`src/rtl/ff_trunc_pkg.sv`:
```
package ff_trunc_pkg;
  typedef enum logic [1:0] {
    ST_IDLE  = 2'd0,
    ST_RUN   = 2'd1,
    ST_DRAIN = 2'd2
  } ff_state_e;

  typedef struct packed {
    logic wb;     // writeback allowed
    logic raise;  // precise exception
    logic trunc;  // shorten VL to index
    logic fin;    // last element of original length
  } ff_dec_t;
endpackage

```
`src/rtl/ff_mode_decode.sv`:
```
module ff_mode_decode #(
  parameter int VL_W      = 4,
  parameter bit FORCE_VL1 = 1'b0
) (
  input  logic            ffirst_i,
  input  logic            vfirst_i,
  input  logic            indexed_i,
  input  logic [VL_W-1:0] vl_i,
  output logic            illegal_o,
  output logic            empty_o,
  output logic            run_o,
  output logic [VL_W-1:0] eff_vl_o
);
  assign illegal_o = ffirst_i & (vfirst_i | indexed_i);
  assign empty_o   = ~illegal_o & (vl_i == '0);
  assign run_o     = ~illegal_o & (vl_i != '0);

  generate
    if (FORCE_VL1) begin : g_force
      assign eff_vl_o = ffirst_i ? VL_W'(1) : vl_i;
    end else begin : g_plain
      assign eff_vl_o = vl_i;
    end
  endgenerate
endmodule

```
`src/rtl/ff_resp_eval.sv`:
```
module ff_resp_eval
  import ff_trunc_pkg::*;
#(
  parameter int VL_W  = 4,
  parameter int IDX_W = 3
) (
  input  logic             active_i,
  input  logic             drain_i,
  input  logic             ffirst_i,
  input  logic [VL_W-1:0]  cur_vl_i,
  input  logic [VL_W-1:0]  last_i,
  input  logic             rsp_valid_i,
  input  logic [IDX_W-1:0] rsp_idx_i,
  input  logic             rsp_fault_i,
  output ff_dec_t          dec_o
);
  logic [VL_W-1:0] idx_w;
  logic in_win, hit, bad;

  assign idx_w  = VL_W'(rsp_idx_i);
  assign in_win = idx_w < cur_vl_i;
  assign hit    = active_i & rsp_valid_i;
  assign bad    = hit & rsp_fault_i & in_win;

  always_comb begin
    dec_o       = '0;
    dec_o.wb    = hit & ~rsp_fault_i & in_win;
    dec_o.raise = bad & (~ffirst_i | (rsp_idx_i == '0));
    dec_o.trunc = bad & ffirst_i & (rsp_idx_i != '0);
    dec_o.fin   = (active_i | drain_i) & rsp_valid_i & (idx_w == last_i);
  end
endmodule

```
`src/rtl/ff_ctrl.sv`:
```
module ff_ctrl
  import ff_trunc_pkg::*;
#(
  parameter int VL_W  = 4,
  parameter int IDX_W = 3
) (
  input  logic             clk_i,
  input  logic             rst_ni,
  input  logic             start_i,
  input  logic             ffirst_i,
  input  logic [VL_W-1:0]  vl_i,
  input  logic             dec_illegal_i,
  input  logic             dec_empty_i,
  input  logic             dec_run_i,
  input  logic [VL_W-1:0]  dec_eff_vl_i,
  input  ff_dec_t          rsp_dec_i,
  input  logic [IDX_W-1:0] rsp_idx_i,
  output logic             active_o,
  output logic             drain_o,
  output logic             ffirst_o,
  output logic [VL_W-1:0]  cur_vl_o,
  output logic [VL_W-1:0]  last_o,
  output logic             exc_o,
  output logic             illegal_o,
  output logic             done_o
);
  ff_state_e       state_q;
  logic [VL_W-1:0] vl_q, last_q;
  logic            ff_q, exc_q, ill_q, done_q;
  logic            take;

  assign take = start_i & (state_q == ST_IDLE);

  always_ff @(posedge clk_i or negedge rst_ni) begin
    if (!rst_ni) begin
      state_q <= ST_IDLE;
      vl_q    <= '0;
      last_q  <= '0;
      ff_q    <= 1'b0;
      exc_q   <= 1'b0;
      ill_q   <= 1'b0;
      done_q  <= 1'b0;
    end else begin
      exc_q  <= 1'b0;
      ill_q  <= 1'b0;
      done_q <= 1'b0;
      if (take) begin
        if (dec_illegal_i) begin
          ill_q <= 1'b1;
        end else if (dec_empty_i) begin
          done_q <= 1'b1;
          vl_q   <= '0;
        end else if (dec_run_i) begin
          state_q <= ST_RUN;
          vl_q    <= dec_eff_vl_i;
          last_q  <= vl_i - VL_W'(1);
          ff_q    <= ffirst_i;
        end
      end else if (state_q != ST_IDLE) begin
        exc_q <= rsp_dec_i.raise;
        if (rsp_dec_i.trunc) vl_q <= VL_W'(rsp_idx_i);
        if (rsp_dec_i.fin) begin
          state_q <= ST_IDLE;
          done_q  <= 1'b1;
        end else if (rsp_dec_i.raise | rsp_dec_i.trunc) begin
          state_q <= ST_DRAIN;
        end
      end
    end
  end

  assign active_o  = (state_q == ST_RUN);
  assign drain_o   = (state_q == ST_DRAIN);
  assign ffirst_o  = ff_q;
  assign cur_vl_o  = vl_q;
  assign last_o    = last_q;
  assign exc_o     = exc_q;
  assign illegal_o = ill_q;
  assign done_o    = done_q;
endmodule

```
`src/rtl/ff_trunc_unit.sv`:
```
module ff_trunc_unit
  import ff_trunc_pkg::*;
#(
  parameter int VL_MAX    = 8,
  parameter bit FORCE_VL1 = 1'b0,
  localparam int VL_W     = $clog2(VL_MAX + 1),
  localparam int IDX_W    = (VL_MAX > 1) ? $clog2(VL_MAX) : 1
) (
  input  logic             clk_i,
  input  logic             rst_ni,
  input  logic             start_i,
  input  logic [VL_W-1:0]  vl_i,
  input  logic             ffirst_i,
  input  logic             vfirst_i,
  input  logic             indexed_i,
  input  logic             rsp_valid_i,
  input  logic [IDX_W-1:0] rsp_idx_i,
  input  logic             rsp_fault_i,
  output logic             wb_en_o,
  output logic             exc_o,
  output logic             illegal_o,
  output logic             done_o,
  output logic             busy_o,
  output logic [VL_W-1:0]  vl_o
);
  logic            d_illegal, d_empty, d_run;
  logic [VL_W-1:0] d_eff_vl, cur_vl, last;
  logic            active, drain, ff_q;
  ff_dec_t         dec;

  ff_mode_decode #(.VL_W(VL_W), .FORCE_VL1(FORCE_VL1)) u_decode (
    .ffirst_i (ffirst_i),
    .vfirst_i (vfirst_i),
    .indexed_i(indexed_i),
    .vl_i     (vl_i),
    .illegal_o(d_illegal),
    .empty_o  (d_empty),
    .run_o    (d_run),
    .eff_vl_o (d_eff_vl)
  );

  ff_resp_eval #(.VL_W(VL_W), .IDX_W(IDX_W)) u_eval (
    .active_i   (active),
    .drain_i    (drain),
    .ffirst_i   (ff_q),
    .cur_vl_i   (cur_vl),
    .last_i     (last),
    .rsp_valid_i(rsp_valid_i),
    .rsp_idx_i  (rsp_idx_i),
    .rsp_fault_i(rsp_fault_i),
    .dec_o      (dec)
  );

  ff_ctrl #(.VL_W(VL_W), .IDX_W(IDX_W)) u_ctrl (
    .clk_i        (clk_i),
    .rst_ni       (rst_ni),
    .start_i      (start_i),
    .ffirst_i     (ffirst_i),
    .vl_i         (vl_i),
    .dec_illegal_i(d_illegal),
    .dec_empty_i  (d_empty),
    .dec_run_i    (d_run),
    .dec_eff_vl_i (d_eff_vl),
    .rsp_dec_i    (dec),
    .rsp_idx_i    (rsp_idx_i),
    .active_o     (active),
    .drain_o      (drain),
    .ffirst_o     (ff_q),
    .cur_vl_o     (cur_vl),
    .last_o       (last),
    .exc_o        (exc_o),
    .illegal_o    (illegal_o),
    .done_o       (done_o)
  );

  assign wb_en_o = dec.wb;
  assign busy_o  = active | drain;
  assign vl_o    = cur_vl;
endmodule

```
`config.mk`:
```
export PLATFORM = sky130hd
export DESIGN_NAME = ff_trunc_unit
export DESIGN_NICKNAME = d
export VERILOG_FILES = /design/src/rtl/ff_trunc_pkg.sv /design/src/rtl/ff_mode_decode.sv /design/src/rtl/ff_resp_eval.sv /design/src/rtl/ff_ctrl.sv /design/src/rtl/ff_trunc_unit.sv
export SDC_FILE = /design/constraint.sdc
export NUM_CORES = 1
export LEC_CHECK = 0
export BUFFER_PORTS_ARGS = -buffer_cell sky130_fd_sc_hd__buf_2
export CAP_MARGIN = 20
export CORE_MARGIN = 5
export CORE_UTILIZATION = 30
export DETAILED_ROUTE_END_ITERATION = 6
export MAX_ROUTING_LAYER = met4
export PLACE_DENSITY = 0.48
export SLEW_MARGIN = 10
export SYNTH_ARGS = -nofsm -noshare
export SYNTH_HDL_FRONTEND = slang
export SYNTH_SLANG_ARGS = --single-unit
```
`constraint.sdc`:
```
create_clock -name clk_i -period 2.2 [get_ports clk_i]
set_input_delay 0.11 -clock clk_i [delete_from_list [all_inputs] [get_ports clk_i]]
set_output_delay 0.11 -clock clk_i [all_outputs]
set_load 0.005 [all_outputs]
```
==> metrics.yaml, run 1 <==
outcome:
  status: "completed"
sta:
  worstMarginPinSlew_ns: 0.484
  skew_ns: 0.00474
  relSlewSlack: 0.674
  setup_tns_ns: 0
  rsz0062_at_grt: "no"
  drv_slew: 0
  final.period_utilization: 0.859
  hold_viol: 0
  hold_ws_ns: 0.0245
  fin_crit_ns: 1.89
  setup_viol: 0
  fmax_ghz: 0.529
yosys:
  syn_area_um2: 841
  synthCells: 85
  synth_cell_types: 33
  avgSynthCellArea_um2: 9.89
  synth-seq-area-share: 0.417
  netlist.area_leader.share: 0.417
  ys_ff_latch: 14
  synth_nets: 105
  ys_warn_count: 0
  synthTopCellsByArea: "dfrtp_1, ha_1, inv_1"
  yosysTopAreaCell: "dfrtp_1"
clock_network:
  cts-buffers-inserted: 3
  clock_sinks: 14
  h-tree-depth: 1
  cts-root-buf: "clkbuf_4"
  cts_buffer_depth: 2
  insertion_delay_ns: 0.28
  post_cts_buffers: 0
  tritoncts: "done"
  path_clk_slew_ns: 0.09
layout:
  drive_above_1_share: 0.304
  area_delta_synth_final_pct: 22.2
  design_area_mm2: 0.00103
  final_util: 0.379
  antenna_cells: 0
  layout.nets: 134
route:
  wl_um: 2050
  antenna_left: 0
  avgViaCountPerCell: 5.08
  first_pass_iters: 4
  vias: 727
  drc: 0
  drt_first_iter_violations: 23
  drt-wirelength-per-cell_um: 14.3
grt:
  overflow: 0
  gr-usage-all-layers: 0.114
  grt_max_degree: 15
  grt_pass1_vias: 678
  grt_antenna_before_repair: 0
  grt_pass1_wl_um: 3320
power_and_ir_drop:
  powerDensity_mw_per_mm2: 1060
  vdd_drop_max_mv: 0.521
  p_leak_nw: 0.512
setup_path:
  max_stage_delay_ns: 0.54
  worstPathRequired_ns: 2.38
  start_kind: "flip-flop"
  worst-setup-path-type: "reg -> reg"
  cp_num_cells: 6
  crit_family: "compound AO/OA/AOI/OAI gates"
  slowest_stage: "o41a_4"
  end_kind: "flip-flop"
  worstPathMaxFanout: 5
  crit_buf_inv: 1
  crit_chain: "inv_1 > ha_1 > nor2_1 > a2111oi_4 > o41a_4 > mux2_4"
  cp_data_arrival_time_ns: 2.07
  rr_worst_depth: 6
floorplanning:
  die_x_um: 62.9
  ioPinCount: 24
  rows: 19
  initial_core_util: 0.310
  die_y_um: 62.9
  core_mm2: 0.00271
  die_area_mm2: 0.00396
place:
  dpl.hpwl_um: 1670
  place.gp.congestion: 0.793
  io_buffer_count: 23
  place_area_um2: 995
flow_run:
  maxCapViolCount: 0
hold_path:
  hp-class: "in -> reg"
  holdPathStages: 3
[synthesized netlist by cell type]
cell and number:
nand3_1 1, and3_1 1, nand2_1 10, xor2_1 1, o22ai_1 2, o21ai_1 1, a22o_2 1, o22a_1 1
or3_2 1, nor3b_1 2, a22oi_1 1, nand4_1 2, nor3_1 2, mux2_4 1, a2111oi_4 1, a21oi_1 5
mux2i_1 1, nor2_1 4, a31oi_1 1, o211ai_1 1, nor4_1 1, inv_1 10, and3b_1 1, o31ai_1 1
o2111ai_1 1, o41a_4 1, nor2_2 1, a221oi_2 1, xnor2_1 4, ha_1 5, or3b_2 1, dfrtp_1 14
o21ai_0 4
[where the power goes]
part	leakage (nW)	internal (mW)	switching, mW	total, mW
logic	0.325	0.238	0.268	0.506
clock network	0.0138	0.0635	0.0865	0.150
registers	0.172	0.359	0.0767	0.436
total	0.512	0.661	0.431	1.09
[per-layer routing]
layer	global-route usage	wire [µm]	up-vias
met5	-	0	-
met1	0.153	936	332
met3	0.0486	194	2
met4	0.0318	13	0
met2	0.154	903	31
li1	-	-	362
[sequential cells by signal (all words and copies together), names as in the netlist]
name / count
u_ctrl.cur_vl_o: 4
u_ctrl.last_o: 4
u_ctrl.state_q: 2
u_ctrl.done_o: 1
u_ctrl.exc_o: 1
u_ctrl.ffirst_o: 1
u_ctrl.illegal_o: 1
[cell usage in the layout, fill, tap and decap left out, types with 2 or more instances in the layout]
cell type	count
clkbuf_4	3
nand2_1	10
nand4_1	2
ha_1	5
nor3_1	2
xnor2_1	4
buf_2	23
inv_1	10
nor2_1	4
o21ai_0	4
o22ai_1	2
dfrtp_1	14
nor3b_1	2
a21oi_1	5
[metrics by stage]
| stage | power, mW | instances | worst slack, ns |
|---|---|---|---|
| 5_1_grt | 1.19 | 143 | 0.182 |
| 3_3_place_gp | 0.944 | 139 | 0.357 |
| 3_5_place_dp | 0.953 | 139 | 0.301 |
| 4_1_cts | 1.11 | 143 | 0.304 |
| 6_report | 1.09 | 143 | 0.309 |
| 2_1_floorplan | 0.778 | 85 | 0.381 |
[path summary, 6_finish.rpt]
kind / slack [ns] / to / from
worst min-delay path: 0.02 / u_ctrl.ffirst_o / ffirst_i
max in group asynchronous: 1.71 / u_ctrl.cur_vl_o[3] / rst_ni
worst min register to register: 0.51 / u_ctrl.ffirst_o / u_ctrl.ffirst_o
worst max register to register: 0.31 / u_ctrl.cur_vl_o[0] / u_ctrl.cur_vl_o[1]
worst max-delay path: 0.31 / u_ctrl.cur_vl_o[0] / u_ctrl.cur_vl_o[1]
min in group asynchronous: 0.25 / u_ctrl.ffirst_o / rst_ni
[kinds of logic after synthesis]
group / count (synthesis) / synth area share
and+or+nand+nor: 27 / 0.165
adders and majority gates: 5 / 0.0744
DFF: 14 / 0.417
xor gates and xnor gates: 5 / 0.0521
muxes: 2 / 0.0298
AOI/OAI and AO/OA: 22 / 0.217
buffers and inverters: 10 / 0.0446
[what timing repair did]
item,in CTS,in global routing
gates resized for setup,0,0
endpoints found under the hold margin,14,0
hold buffers,1,0
[final cells by class]
cell class | instances | area, µm²
inverter | 10 | 37.5
sequential | 14 | 350
multi-input combinational | 61 | 453
fill | 307 | 1680
clock buffer | 3 | 22.5
tap | 31 | 38.8
timing repair buffer | 24 | 125
[worst reg2reg max path: cells and delay by family (launching register included)]
family                   cells  cell delay [ns]
adder cells (fa/ha/maj)      1             0.23
AO/OA/AOI/OAI                2             0.62
AND/OR/NAND/NOR              1             0.17
multiplexers                 1             0.30
buffers and inverters        1             0.08
flip-flops                   1             0.39
No activity file was read; power rests on OpenSTA's default activity.
==> inputs of run 2 (changes only) <==
Settings changed: ABC_AREA set to 1, PLACE_DENSITY 0.48 to 0.47, SETUP_SLACK_MARGIN set to 0.02.
==> run 2 against run 1 <==
Compared with the run above:
- sequential cell count did not move
- non-clock buffer count did not move
- design area rose by 9.0%
- area after synthesis rose by 11%
- first-iteration DRC count fell by 52%
- clock skew fell by 0.0021 ns
- die area rose by 9.0%
- utilization fell by 0.61 points
- critical path depth rose by 2
- via count rose by 12%
- total power fell by 58%
- combinational power fell by 88%
- largest power group is now registers
==> metrics.yaml, run 2 <==
outcome:
  status: "completed"
yosys:
  ys_ff_latch: 14  # unchanged
  async_flop_share: 1.00  # unchanged
  synth_edf_count: 0  # unchanged
  yosysTopAreaCell: "dfrtp_1"
  synth_nets: 140  # +33%
  synth_cell_types: 23  # -30%
  syn_area_um2: 931  # +11%
  synth.most_common_cell: "nand2_1"
  synthTopCellsByArea: "dfrtp_1, nand2_1, inv_1"
  synthCells: 120  # +41%
  synth_common_cells: "nand2_1, inv_1, dfrtp_1, nand3_1, nor2_1"
  yosys_most_used_dff: "dfrtp_1"
  ys_warn_count: 0  # unchanged
  avgSynthCellArea_um2: 7.76  # -22%
  netlist.area_leader.share: 0.376  # -0.0403
  synth-seq-area-share: 0.376  # -0.0403
clock_network:
  cts_buffer_depth: 2  # unchanged
  cts-buffers-inserted: 3  # unchanged
  clock_sinks: 14  # unchanged
  path_clk_slew_ns: 0.08  # about the same
  h-tree-depth: 1  # unchanged
  cts-root-buf: "clkbuf_4"
  post_cts_buffers: 0  # unchanged
  tritoncts: "done"
  insertion_delay_ns: 0.28  # about the same
grt:
  overflow: 0  # unchanged
  grt_pass1_vias: 776  # +14%
  grt_pass1_wl_um: 3650  # +10%
  gr-usage-all-layers: 0.117  # +0.00308
  grt_antenna_before_repair: 0  # unchanged
  grt_max_degree: 15  # unchanged
setup_path:
  rr_worst_depth: 9  # +3
  cp_common_cell: "nand2_1"
  r2r_start: "u_ctrl.state_q[0]"
  max_stage_delay_ns: 0.38  # -0.16 ns
  slowest_stage: "dfrtp_1"
  crit_family: "flip-flops"
  start_kind: "flip-flop"
  cp_num_cells: 8  # +2
  worstPathMaxFanout: 3  # -2
  cp_data_arrival_time_ns: 1.61  # -0.46 ns
  cp-endpoint: "wb_en_o"
  rrSetupSlack_ns: 0.76  # +0.45 ns
  r2r_end: "u_ctrl.last_o[1]"
  crit_buf_inv: 2  # +1
  worstPathRequired_ns: 2.09  # -0.29 ns
  end_kind: "output pin"
  startpoint: "u_ctrl.cur_vl_o[1]"
  crit_chain: "inv_1 > ha_1 > nand2_1 > nand2_1 > a21oi_2 > nand2_1 > nor3_1 > buf_2"
  worst-setup-path-type: "reg -> out"
route:
  vias: 812  # +12%
  first_pass_iters: 4  # unchanged
  drc: 0  # unchanged
  avgViaCountPerCell: 4.51  # -11%
  wl_um: 2080  # +1.3%
  drt_first_iter_violations: 11  # -52%
  antenna_left: 0  # unchanged
  drt-wirelength-per-cell_um: 11.5  # -20%
sta:
  timing.final.ws_setup_ns: 0.475  # +0.166 ns
  rsz0062_at_grt: "no"
  skew_ns: 0.00263  # -0.00211 ns
  setup_viol: 0  # unchanged
  final.period_utilization: 0.784  # -0.0754
  hold_viol: 0  # unchanged
  relSlewSlack: 0.785  # +0.111
  fin_crit_ns: 1.72  # -0.166 ns
  drv_slew: 0  # unchanged
  fmax_ghz: 0.580  # +9.6%
  setup_tns_ns: 0  # unchanged
  worstMarginPinSlew_ns: 0.323  # -0.162 ns
  hold_ws_ns: 0.0779  # +0.0534 ns
place:
  place_ws_ns: 0.738  # +0.437 ns
  dpl.hpwl_um: 1800  # +8.1%
  dpl.cell_count: 176  # +27%
  place.gp.congestion: 0.795  # +0.30%
  io_buffer_count: 23  # unchanged
floorplanning:
  die_y_um: 65.7  # +4.4%
  die_x_um: 65.7  # +4.4%
  core_mm2: 0.00300  # +11%
  initial_core_util: 0.310  # about the same
  ioPinCount: 24  # unchanged
  rows: 20  # +1
  die_area_mm2: 0.00432  # +9.0%
power_and_ir_drop:
  vdd_drop_max_mv: 0.262  # -50%
  p_leak_nw: 0.648  # +27%
  powerDensity_mw_per_mm2: 411  # -61%
layout:
  fin_cells: 180  # +26%
  antenna_cells: 0  # unchanged
  drive_above_1_share: 0.252  # -0.0519
  final_util: 0.373  # -0.00612
  layout_common_cells: "nand2_1, inv_1, buf_2"
  final_common_cell: "nand2_1"
  layout.nets: 169  # +26%
  area_delta_synth_final_pct: 20.3
hold_path:
  hp-class: "in -> reg"
flow_run:
  maxCapViolCount: 0  # unchanged
run 2: cell count changes after synthesis, moves of 2 or more:
cell	before	now
nand2_1	10	36
nor3b_1	2	0
a21oi_1	5	1
nor2_1	4	6
xnor2_1	4	0
inv_1	10	23
nand3_1	1	13
nand4_1	2	0
run 2: layout make-up:
class / instances / area [µm²]
Clock buffer: 3 / 22.5
Sequential cell: 14 / 350
Tap cell: 33 / 41.3
Fill cell: 331 / 1880
Inverter: 25 / 101
Multi-Input combinational cell: 81 / 479
Timing Repair Buffer: 24 / 125
run 2: worst min-delay path by stage:
stage | from | to | slack, ns | cells after the start
2_1_floorplan | rst_ni | u_ctrl.cur_vl_o[0] | -0.19 | 0
4_1_cts | ffirst_i | u_ctrl.ffirst_o | 0.07 | 3
3_5_place_dp | rst_ni | u_ctrl.last_o[3] | 0.04 | 1
3_3_place_gp | rst_ni | u_ctrl.last_o[3] | 0.03 | 1
6_report | ffirst_i | u_ctrl.ffirst_o | 0.08 | 3
5_1_grt | ffirst_i | u_ctrl.ffirst_o | 0.07 | 3
run 2: cells by family after synthesis:
| logic type | count (synthesis) | share of synthesized area |
|---|---|---|
| adder cells (fa/ha/maj) | 5 | 0.0672 |
| AND/OR/NAND/NOR | 62 | 0.337 |
| AO/OA/AOI/OAI | 12 | 0.0914 |
| flip-flops | 14 | 0.376 |
| XOR/XNOR | 2 | 0.0188 |
| buffers and inverters | 25 | 0.109 |
run 2: what timing repair did:
| item | CTS | global route |
|---|---|---|
| endpoints found under the setup margin | 0 | 0 |
| endpoints found under the hold margin | 14 | 0 |
| gates resized for setup | 0 | 0 |
| hold buffers | 1 | 0 |
run 2: per-layer routing:
metal,GRT usage,share of wire,up-vias
met5,-,0,-
met4,0.0311,0.0082,0
met3,0.0410,0.053,2
met2,0.178,0.47,19
met1,0.147,0.47,359
li1,-,-,432
run 2: worst min-delay path, stage by stage:
cell     delay (ns)
buf_2          0.11
nand2_1        0.05
nand2_1        0.05
run 2: metrics by stage:
step	cell area, µm²	power (mW)
after floorplan	931	0.293
after global placement	1090	0.322
after detailed placement	1090	0.323
after CTS	1120	0.468
after global routing	1120	0.489
final	1120	0.461
run 2: power breakdown:
group	leakage (nW)	internal (mW)	switching [mW]
logic	0.460	0.0228	0.0381
clock network	0.0138	0.0634	0.0792
registers	0.175	0.257	0
total	0.648	0.343	0.117
==> inputs of run 3 (changes only) <==
Settings changed: PLACE_DENSITY 0.47 to 0.49.
Clock period 2.2 ns to 1.55 ns, I/O delays scaled along.
==> run 3 against run 2 <==
Compared with the run above:
- the run now ends with negative setup slack left
- sequential share of layout area shrank 2.3 points
- worst setup slack lost 0.61 ns
- critical path depth unchanged
- count of clock-buffer cells in the layout did not move
- critical path type unchanged
- first-iteration DRC count grew to 2.5 times the previous value
- global-route usage up 0.49 points
- register-to-register slack worse by 0.62 ns
- non-clock buffer count up 4
- worst hold slack worse by 0.024 ns
==> metrics.yaml, run 3 (synthesized netlist as in run 2, its figures left out) <==
grt:
  grt_antenna_before_repair: 0  # unchanged
  grt_max_degree: 15  # unchanged
  grt_pass1_wl_um: 3920  # +7.4%
  overflow: 0  # unchanged
  gr-usage-all-layers: 0.122  # +0.00486
  grt_pass1_vias: 892  # +15%
setup_path:
  end_kind: "output pin"
  cp_common_cell: "inv_1"
  cp_data_arrival_time_ns: 1.61  # about the same
  max_stage_delay_ns: 0.37  # about the same
  start_kind: "flip-flop"
  worstPathMaxFanout: 3  # unchanged
  slowest_stage: "dfrtp_1"
  crit_chain: "inv_1 > ha_1 > inv_1 > nor2_2 > a21oi_2 > nand2_1 > nor3_2 > buf_2"
  worst-setup-path-type: "reg -> out"
  rrSetupSlack_ns: 0.14  # -0.62 ns
  worstPathRequired_ns: 1.47  # -0.62 ns
power_and_ir_drop:
  p_leak_nw: 0.667  # +2.9%
  seq_power_share: 0.549  # -0.009
  powerDensity_mw_per_mm2: 551  # +34%
  intPower_mw: 0.490  # +43%
  p_clk_frac: 0.310  # about the same
  power.switching_mw: 0.175  # +49%
  swShare: 0.263  # +0.00823
  power_frac_comb: 0.141  # +0.009
  vdd_drop_max_mv: 0.360  # +37%
clock_network:
  insertion_delay_ns: 0.28  # about the same
  h-tree-depth: 1  # unchanged
  tritoncts: "done"
  path_clk_slew_ns: 0.08  # about the same
  cts_buffer_depth: 2  # unchanged
  clock_sinks: 14  # unchanged
  cts-root-buf: "clkbuf_4"
  cts-buffers-inserted: 3  # unchanged
route:
  avgViaCountPerCell: 4.60  # +2.0%
  drt_first_iter_violations: 28  # +17
  drt-wirelength-per-cell_um: 12.4  # +8.0%
  drc: 0  # unchanged
  wl_um: 2290  # +10%
  first_pass_iters: 4  # unchanged
  antenna_left: 0  # unchanged
  vias: 847  # +4.3%
sta:
  fmax_ghz: 0.593
  hold_ws_ns: 0.0540  # -0.0239 ns
  skew_ns: 0.00216  # -0.000475 ns
  setup_viol: 1  # +1
  hold_viol: 0  # unchanged
  worstMarginPinSlew_ns: 0.334  # +0.0118 ns
  rsz0062_at_grt: "yes"
  relSlewSlack: 0.777  # -0.00789
  final.period_utilization: 1.09
  timing.final.ws_setup_ns: -0.136  # -0.611 ns
  drv_slew: 0  # unchanged
  fin_crit_ns: 1.69
outcome:
  status: "finished, violations left"
  violations: "negative setup slack"
layout:
  final_util: 0.402  # +0.0292
  final_common_cell: "nand2_1"
  drive_above_1_share: 0.331  # +0.0794
  fin_cells: 184  # +2.2%
  layout_common_cells: "nand2_1, buf_2, inv_1"
  area_delta_synth_final_pct: 29.7
  antenna_cells: 0  # unchanged
  layout.nets: 173  # +2.4%
floorplanning:
  initial_core_util: 0.310  # unchanged
  die_x_um: 65.7  # unchanged
  die_area_mm2: 0.00432  # unchanged
  core_mm2: 0.00300  # unchanged
  die_y_um: 65.7  # unchanged
  rows: 20  # unchanged
  ioPinCount: 24  # unchanged
place:
  dpl.hpwl_um: 1840  # +2.1%
  place_ws_ns: 0.0802  # -0.658 ns
  dpl.cell_count: 176  # unchanged
  io_buffer_count: 23  # unchanged
  place.gp.congestion: 0.808  # +1.5%
hold_path:
  hp-class: "in -> reg"
flow_run:
  maxCapViolCount: 0  # unchanged
## run 3: cell count changes in the layout (fill, tap and decap cells not counted), moves of 2 or more
cell / change
nand2_2: +3
nand3_1: -2
buf_4: +3
nand2_1: -3
## run 3: what timing repair did
action | 4_1_cts | 5_1_grt
setup endpoints to repair | 1 | 10
endpoints found under the hold margin | 14 | 0
resized for setup | 1 | 12
buffers inserted | 2 | 2
hold buffers | 1 | 0
pin swaps | 2 | 4
## run 3: final timing paths
path,start,end,cells past startpoint
max,u_ctrl.cur_vl_o[2],wb_en_o,8
min,ffirst_i,u_ctrl.ffirst_o,3
max reg2reg,u_ctrl.state_q[1],u_ctrl.state_q[0],8
min reg2reg,u_ctrl.ffirst_o,u_ctrl.ffirst_o,2
max in group asynchronous,rst_ni,u_ctrl.ffirst_o,2
min in group asynchronous,rst_ni,u_ctrl.done_o,2
## run 3: layout make-up
type / count / area, µm²
sequential: 14 / 350
inverter: 25 / 101
timing repair buffer: 28 / 159
fill: 328 / 1800
clock buffer: 3 / 22.5
multi-input combinational: 81 / 533
tap: 33 / 41.3
## run 3: power by group through the flow
stage	Sequential (mW)	Combinational [mW]	Clock (mW)
3_3_place_gp	0.372	0.0852	0
5_1_grt	0.365	0.106	0.223
4_1_cts	0.365	0.0927	0.214
6_report	0.365	0.0941	0.206
3_5_place_dp	0.372	0.0872	0
2_1_floorplan	0.372	0.0440	0
## run 3: layer usage
| layer | GRT usage | share of wire |
|---|---|---|
| met3 | 0.0359 | 0.043 |
| met2 | 0.212 | 0.50 |
| met1 | 0.139 | 0.44 |
| met5 | - | 0 |
| met4 | 0.0233 | 0.0083 |
## run 3: worst max-delay path: cells and delay by family, from the launching register on
family	cells	cell delay [ns]
flops	1	0.37
fa+ha+maj	1	0.27
simple gates	3	0.27
buf+inv	3	0.26
compound gates	1	0.17
## run 3: through the flow
stage                     total power, mW  TNS [ns]  instance area, µm²
after floorplan                     0.416         0                 931
after global placement              0.457         0                1090
after detailed placement            0.459         0                1090
after CTS                           0.672    -0.124                1140
after global routing                0.694    -0.231                1210
final                               0.665    -0.136                1210
